File: config.mk
export PLATFORM = sky130hd
export DESIGN_NAME = useq_core
export DESIGN_NICKNAME = d
export VERILOG_FILES = /design/src/rtl/useq_pkg.sv /design/src/rtl/useq_rom.sv /design/src/rtl/useq_seq.sv /design/src/rtl/useq_dp.sv /design/src/rtl/useq_core.sv
export SDC_FILE = /design/constraint.sdc
export NUM_CORES = 1
export LEC_CHECK = 0
export BUFFER_PORTS_ARGS = -buffer_cell sky130_fd_sc_hd__buf_2
export CORE_MARGIN = 5
export CORE_UTILIZATION = 55
export DETAILED_ROUTE_END_ITERATION = 16
export PLACE_DENSITY = 0.81
export RECOVER_POWER = 100
export SLEW_MARGIN = 30
export SYNTH_ARGS = -nofsm -noshare
export SYNTH_HDL_FRONTEND = slang
export SYNTH_HIERARCHICAL = 1
export SYNTH_SLANG_ARGS = --single-unit
File: constraint.sdc
create_clock -name clk -period 4.2 [get_ports clk]
set_input_delay 0.84 -clock clk [delete_from_list [all_inputs] [get_ports clk]]
set_output_delay 0.84 -clock clk [all_outputs]
set_load 0.05 [all_outputs]
File: src/rtl/useq_pkg.sv
package useq_pkg;

  typedef enum logic [1:0] {
    ALU_PASS = 2'd0,
    ALU_ADD  = 2'd1,
    ALU_SUB  = 2'd2,
    ALU_AND  = 2'd3
  } alu_op_e;

  typedef enum logic {
    ST_FETCH = 1'b0,
    ST_EXEC  = 1'b1
  } seq_state_e;

  // One control word of the microcode store
  typedef struct packed {
    logic    addr_drive;
    logic    bus_to_acc;
    logic    rd_en;
    logic    wr_en;
    logic    set_status;
    logic    pc_load;
    logic    end_inst;
    alu_op_e alu;
  } uword_t;

  localparam int unsigned OP_NOP   = 0;
  localparam int unsigned OP_LOAD  = 1;
  localparam int unsigned OP_STORE = 2;
  localparam int unsigned OP_ADD   = 3;
  localparam int unsigned OP_JUMP  = 4;
  localparam int unsigned OP_SUB   = 5;
  localparam int unsigned OP_AND   = 6;

  // Control word at step 'slot' of the routine for opcode 'opc'.
  // Slots beyond a routine's end hold a bare end marker.
  function automatic uword_t ucode_word(input int unsigned opc, input int unsigned slot);
    uword_t w;
    w = '0;
    case (opc)
      OP_LOAD, OP_ADD, OP_SUB, OP_AND: begin
        case (opc)
          OP_ADD:  w.alu = ALU_ADD;
          OP_SUB:  w.alu = ALU_SUB;
          OP_AND:  w.alu = ALU_AND;
          default: w.alu = ALU_PASS;
        endcase
        case (slot)
          0: w.addr_drive = 1'b1;
          1: begin
            w.addr_drive = 1'b1;
            w.bus_to_acc = 1'b1;
          end
          2: begin
            w.addr_drive = 1'b1;
            w.bus_to_acc = 1'b1;
            w.rd_en      = 1'b1;
            w.set_status = 1'b1;
          end
          default: w.end_inst = 1'b1;
        endcase
      end
      OP_STORE: begin
        case (slot)
          0: w.addr_drive = 1'b1;
          1: begin
            w.addr_drive = 1'b1;
            w.wr_en      = 1'b1;
          end
          default: w.end_inst = 1'b1;
        endcase
      end
      OP_JUMP: begin
        w.pc_load  = 1'b1;
        w.end_inst = 1'b1;
      end
      default: w.end_inst = 1'b1;
    endcase
    return w;
  endfunction

endpackage

File: src/rtl/useq_rom.sv
module useq_rom
  import useq_pkg::*;
#(
  parameter int OPC_W  = 4,
  parameter int SLOT_W = 3
) (
  input  logic [OPC_W+SLOT_W-1:0] addr,
  output uword_t                  word
);
  localparam int UPC_W = OPC_W + SLOT_W;
  localparam int DEPTH = 1 << UPC_W;
  localparam int SLOTS = 1 << SLOT_W;

  uword_t tbl [DEPTH];

  for (genvar g = 0; g < DEPTH; g++) begin : g_word
    assign tbl[g] = ucode_word(g / SLOTS, g % SLOTS);
  end

  assign word = tbl[addr];

endmodule

File: src/rtl/useq_seq.sv
module useq_seq
  import useq_pkg::*;
#(
  parameter int OPC_W  = 4,
  parameter int ADR_W  = 4,
  parameter int SLOT_W = 3,
  parameter int PC_W   = 4
) (
  input  logic                    clk,
  input  logic                    rst_n,
  input  logic                    ins_valid,
  output logic                    ins_ready,
  input  logic [OPC_W+ADR_W-1:0]  ins_data,
  input  uword_t                  uw,
  output logic [OPC_W+SLOT_W-1:0] upc,
  output logic [ADR_W-1:0]        op_addr,
  output logic [PC_W-1:0]         pc
);
  localparam int INS_W = OPC_W + ADR_W;

  seq_state_e       st;
  logic [INS_W-1:0] ir;
  logic             take;

  assign ins_ready = (st == ST_FETCH);
  assign take      = ins_valid && ins_ready;
  assign op_addr   = ir[ADR_W-1:0];

  always_ff @(posedge clk) begin
    if (!rst_n) begin
      st  <= ST_FETCH;
      ir  <= '0;
      upc <= '0;
      pc  <= '0;
    end else begin
      case (st)
        ST_FETCH: begin
          if (take) begin
            ir  <= ins_data;
            upc <= {ins_data[INS_W-1 -: OPC_W], {SLOT_W{1'b0}}};
            pc  <= pc + PC_W'(1);
            st  <= ST_EXEC;
          end
        end
        default: begin
          if (uw.pc_load) pc <= PC_W'(ir[ADR_W-1:0]);
          if (uw.end_inst) st <= ST_FETCH;
          else             upc <= upc + 1'b1;
        end
      endcase
    end
  end

  a_r2_pc_step: assert property (@(posedge clk) disable iff (!rst_n)
    take |=> pc == $past(pc) + PC_W'(1));

  a_r3_dispatch: assert property (@(posedge clk) disable iff (!rst_n)
    take |=> upc[OPC_W+SLOT_W-1 -: OPC_W] == ir[INS_W-1 -: OPC_W] && upc[SLOT_W-1:0] == '0);

  a_r3_no_slot_wrap: assert property (@(posedge clk) disable iff (!rst_n)
    (!ins_ready && !uw.end_inst) |-> upc[SLOT_W-1:0] != {SLOT_W{1'b1}});

  a_r11_idle_hold: assert property (@(posedge clk) disable iff (!rst_n)
    (ins_ready && !ins_valid) |=> ins_ready && $stable(pc) && $stable(ir));

  a_r11_busy_ignores: assert property (@(posedge clk) disable iff (!rst_n)
    !ins_ready |=> $stable(ir));

endmodule

File: src/rtl/useq_dp.sv
module useq_dp
  import useq_pkg::*;
#(
  parameter int DATA_W = 8
) (
  input  logic              clk,
  input  logic              rst_n,
  input  logic [DATA_W-1:0] bus_in,
  input  logic              load_en,
  input  logic              set_status,
  input  alu_op_e           alu,
  output logic [DATA_W-1:0] acc,
  output logic              zf,
  output logic              nf
);
  logic [DATA_W-1:0] alu_y;
  logic [DATA_W-1:0] nxt;

  always_comb begin
    case (alu)
      ALU_ADD: alu_y = acc + bus_in;
      ALU_SUB: alu_y = acc - bus_in;
      ALU_AND: alu_y = acc & bus_in;
      default: alu_y = bus_in;
    endcase
    nxt = load_en ? alu_y : acc;
  end

  always_ff @(posedge clk) begin
    if (!rst_n) begin
      acc <= '0;
      zf  <= 1'b0;
      nf  <= 1'b0;
    end else begin
      acc <= nxt;
      if (set_status) begin
        zf <= (nxt == '0);
        nf <= nxt[DATA_W-1];
      end
    end
  end

  a_r7_flags_hold: assert property (@(posedge clk) disable iff (!rst_n)
    !set_status |=> $stable(zf) && $stable(nf));

  a_r7_zero_tracks: assert property (@(posedge clk) disable iff (!rst_n)
    set_status |=> zf == (acc == '0));

  a_r7_sign_tracks: assert property (@(posedge clk) disable iff (!rst_n)
    set_status |=> nf == acc[DATA_W-1]);

  a_r5_acc_hold: assert property (@(posedge clk) disable iff (!rst_n)
    !load_en |=> $stable(acc));

endmodule

File: src/rtl/useq_core.sv
module useq_core
  import useq_pkg::*;
#(
  parameter int OPC_W  = 4,
  parameter int ADR_W  = 4,
  parameter int SLOT_W = 3,
  parameter int DATA_W = 8,
  parameter int PC_W   = 4
) (
  input  logic                   clk,
  input  logic                   rst_n,
  input  logic                   ins_valid,
  output logic                   ins_ready,
  input  logic [OPC_W+ADR_W-1:0] ins_data,
  output logic [PC_W-1:0]        fetch_pc,
  output logic [ADR_W-1:0]       dmem_addr,
  output logic                   dmem_rd,
  input  logic [DATA_W-1:0]      dmem_rdata,
  output logic                   dmem_wr,
  output logic [DATA_W-1:0]      dmem_wdata,
  output logic [DATA_W-1:0]      acc,
  output logic                   zero_flag,
  output logic                   neg_flag
);
  localparam int UPC_W = OPC_W + SLOT_W;

  logic [UPC_W-1:0] upc;
  logic [ADR_W-1:0] op_addr;
  uword_t           rom_w;
  uword_t           uw;

  useq_rom #(.OPC_W(OPC_W), .SLOT_W(SLOT_W)) u_rom (
    .addr (upc),
    .word (rom_w)
  );

  // Control words act only while a routine is running
  assign uw = ins_ready ? '0 : rom_w;

  useq_seq #(.OPC_W(OPC_W), .ADR_W(ADR_W), .SLOT_W(SLOT_W), .PC_W(PC_W)) u_seq (
    .clk       (clk),
    .rst_n     (rst_n),
    .ins_valid (ins_valid),
    .ins_ready (ins_ready),
    .ins_data  (ins_data),
    .uw        (uw),
    .upc       (upc),
    .op_addr   (op_addr),
    .pc        (fetch_pc)
  );

  useq_dp #(.DATA_W(DATA_W)) u_dp (
    .clk        (clk),
    .rst_n      (rst_n),
    .bus_in     (dmem_rdata),
    .load_en    (uw.bus_to_acc && uw.rd_en),
    .set_status (uw.set_status),
    .alu        (uw.alu),
    .acc        (acc),
    .zf         (zero_flag),
    .nf         (neg_flag)
  );

  assign dmem_addr  = uw.addr_drive ? op_addr : '0;
  assign dmem_rd    = uw.rd_en;
  assign dmem_wr    = uw.wr_en;
  assign dmem_wdata = acc;

  a_r10_rd_addr: assert property (@(posedge clk) disable iff (!rst_n)
    dmem_rd |-> uw.addr_drive && dmem_addr == op_addr);

  a_r10_wr_addr: assert property (@(posedge clk) disable iff (!rst_n)
    dmem_wr |-> uw.addr_drive && dmem_addr == op_addr);

  a_r4_single_read: assert property (@(posedge clk) disable iff (!rst_n)
    dmem_rd |=> !dmem_rd);

  a_r5_single_write: assert property (@(posedge clk) disable iff (!rst_n)
    dmem_wr |=> !dmem_wr);

  a_r2_busy_no_ready: assert property (@(posedge clk) disable iff (!rst_n)
    (ins_ready && ins_valid) |=> !ins_ready);

endmodule

==> results_dict.tcl <==
set metrics [dict create \
    holdCritPathClass "flop to flop" \
    core_um2 3940 \
    cellPowerDensity_nw_per_um2 261 \
    slowest_stage "dfxtp_1" \
    ys.warnings.count 6 \
    setup_viol 0 \
    fin_nets 349 \
    dp_hpwl_um 4130 \
    period_share_pct 93.2 \
    ir_worst_vdd_mv 0.164 \
    synthCells 273 \
    finalSetupTns_ns 0 \
    critPathKind "flop to flop" \
    p_seq_share_pct 44.3 \
    slowest_delay_ns 0.52 \
    status "completed" \
    max_freq_mhz 255 \
    netlist_area_um2 2190 \
    die_y_um 73.1 \
    die_w_um 73.1 \
    clock_path_buffers 2 \
    crit_path_start_kind "flop" \
    first_pass_iters 4 \
    post_cts_buffers 0 \
    overflow 0 \
    final_common_cell "nand2_1" \
    wl_um 5410 \
    crit_top_cell "ha_1" \
    power.share.clock_pct 33.4 \
    finalWorstSetupSlack_ns 0.286 \
    max-cap-violations 0 \
    ios 48 \
    crit_family "adder cells" \
    via_per_inst 5.69 \
    vias 2036 \
    post_drt_wl_per_cell_um 15.1 \
    grt_max_degree 21 \
    cts.clk_slew.worst_paths_ns 0.09 \
    cts_sinks 26 \
    grt_usage_pct 21.0 \
    switchingPower_uw 184 \
    ant_nets 0 \
    cts_resized 0 \
    holdBufCountCts 0 \
    htreeDepth 1 \
    skew_ns 0.00573 \
    fillers 401 \
    crit_fanout 10 \
    worst_skew_pair.late_latency_ns 0.27 \
    grt_pass1_vias 1978 \
    drt_iter0_markers 157 \
    antenna_found_initial 0 \
    final_cell_mix "31 x nand2_1, 30 x clkbuf_1, 25 x dfxtp_1" \
    min_period_ns 3.91 \
    syn_nets 313 \
    switching_share_pct 29.4 \
    maxSlewHeadroom_pct 34.0 \
    design_area_um2 2400 \
    final_max_slew_viol_count 0 \
    antennaDiodeCount 0 \
    die_area_um2 5350 \
    p_comb_share_pct 22.3 \
    gp_congestion 0.894 \
    drc 0 \
    grt_pass1_wl_um 9030 \
    cp.arrival_ns 4.13 \
    drive_above_1_share_pct 11.0 \
    tightest_slew_ns 0.965 \
    critPathBufInv 1 \
    cts_tree "yes" \
    ctsRootBufferMaster "clkbuf_8" \
    rsz0062_at_grt "no" \
    place_area_um2 2370 \
    p_leak_uw 0.00100 \
    avgSynthCellArea_um2 8.03 \
    post-place-ws_ns 0.267 \
    area_delta_synth_final_pct 9.36 \
    crit_required_ns 4.42 \
    rows 23 \
    finalHoldViolCount 0 \
    initial_core_util_pct 55.6 \
    path_cells "inv_1, ha_1, and3b_1, nor2b_1, ha_1, mux2_1, fa_1, nand2b_1, a21oi_1, xor2_1, a221oi_1, nand4_1, a2111oi_2, a32o_1" \
    io_buffers 47 \
    endpoint_kind "flop" \
    p_int_uw 442 \
    cts-buffers-inserted 3 \
]
==> layout make-up <==
cell class                 instances  area, um^2  area share, %
sequential                        26         522           21.8
tap                               50        62.6           2.61
clock inverter                     1        30.0           1.25
timing repair buffer              48         203           8.46
clock buffer                       3        41.3           1.72
multi-input combinational        208        1460           60.8
inverter                          22        82.6           3.44
==> worst min-delay path: stages (launching register included) <==
cell	delay [ns]
dfxtp_1	0.33
nand2_1	0.05
a21boi_0	0.07
==> power groups by stage <==
stage / sequential [uW] / clock [uW] / combinational (uW)
floorplan: 285 / 0 / 100
global placement: 282 / 0 / 136
detailed placement: 282 / 0 / 141
CTS: 277 / 215 / 142
global route: 280 / 230 / 154
finish: 277 / 209 / 139
==> path summary, 6_finish.rpt <==
kind	start	endpoint	slack [ns]	cells past startpoint
setup / recovery	u_seq/upc[4]$_SDFFE_PN0P_	u_dp/zf$_SDFFE_PN0P_	0.29	14
hold / removal	u_seq/ir[3]$_SDFFE_PN0P_	u_seq/ir[3]$_SDFFE_PN0P_	0.49	2
setup reg to reg	u_seq/upc[4]$_SDFFE_PN0P_	u_dp/zf$_SDFFE_PN0P_	0.29	14
hold reg to reg	u_seq/ir[3]$_SDFFE_PN0P_	u_seq/ir[3]$_SDFFE_PN0P_	0.49	2
==> sequential cells by signal (all words and copies together) (netlist names) <==
register and count:
u_dp/acc 8, u_dp/nf 1, u_dp/zf 1, u_seq/ir 4, u_seq/pc 4, u_seq/st 1, u_seq/upc 7
==> metal layers <==
layer,vias up,global-route usage [%],wire (um)
met5,-,0,0
met2,71,36.7,2640
met3,10,1.79,297
met4,0,6.35,78
met1,933,27.2,2390
li1,1022,-,-
==> metrics by stage <==
| step | std cells | hold WS [ns] | power [uW] | util (%) |
|---|---|---|---|---|
| 5_1_grt | 358 | 0.526 | 664 | 60.8 |
| 2_1_floorplan | 273 | 0.449 | 385 | - |
| 3_5_place_dp | 354 | 0.480 | 423 | 60.1 |
| 3_3_place_gp | 354 | 0.468 | 418 | 60.1 |
| 4_1_cts | 358 | 0.494 | 633 | 61.9 |
| 6_report | 358 | 0.492 | 626 | 60.8 |
Note: power is estimated with default switching activity, not from simulation.
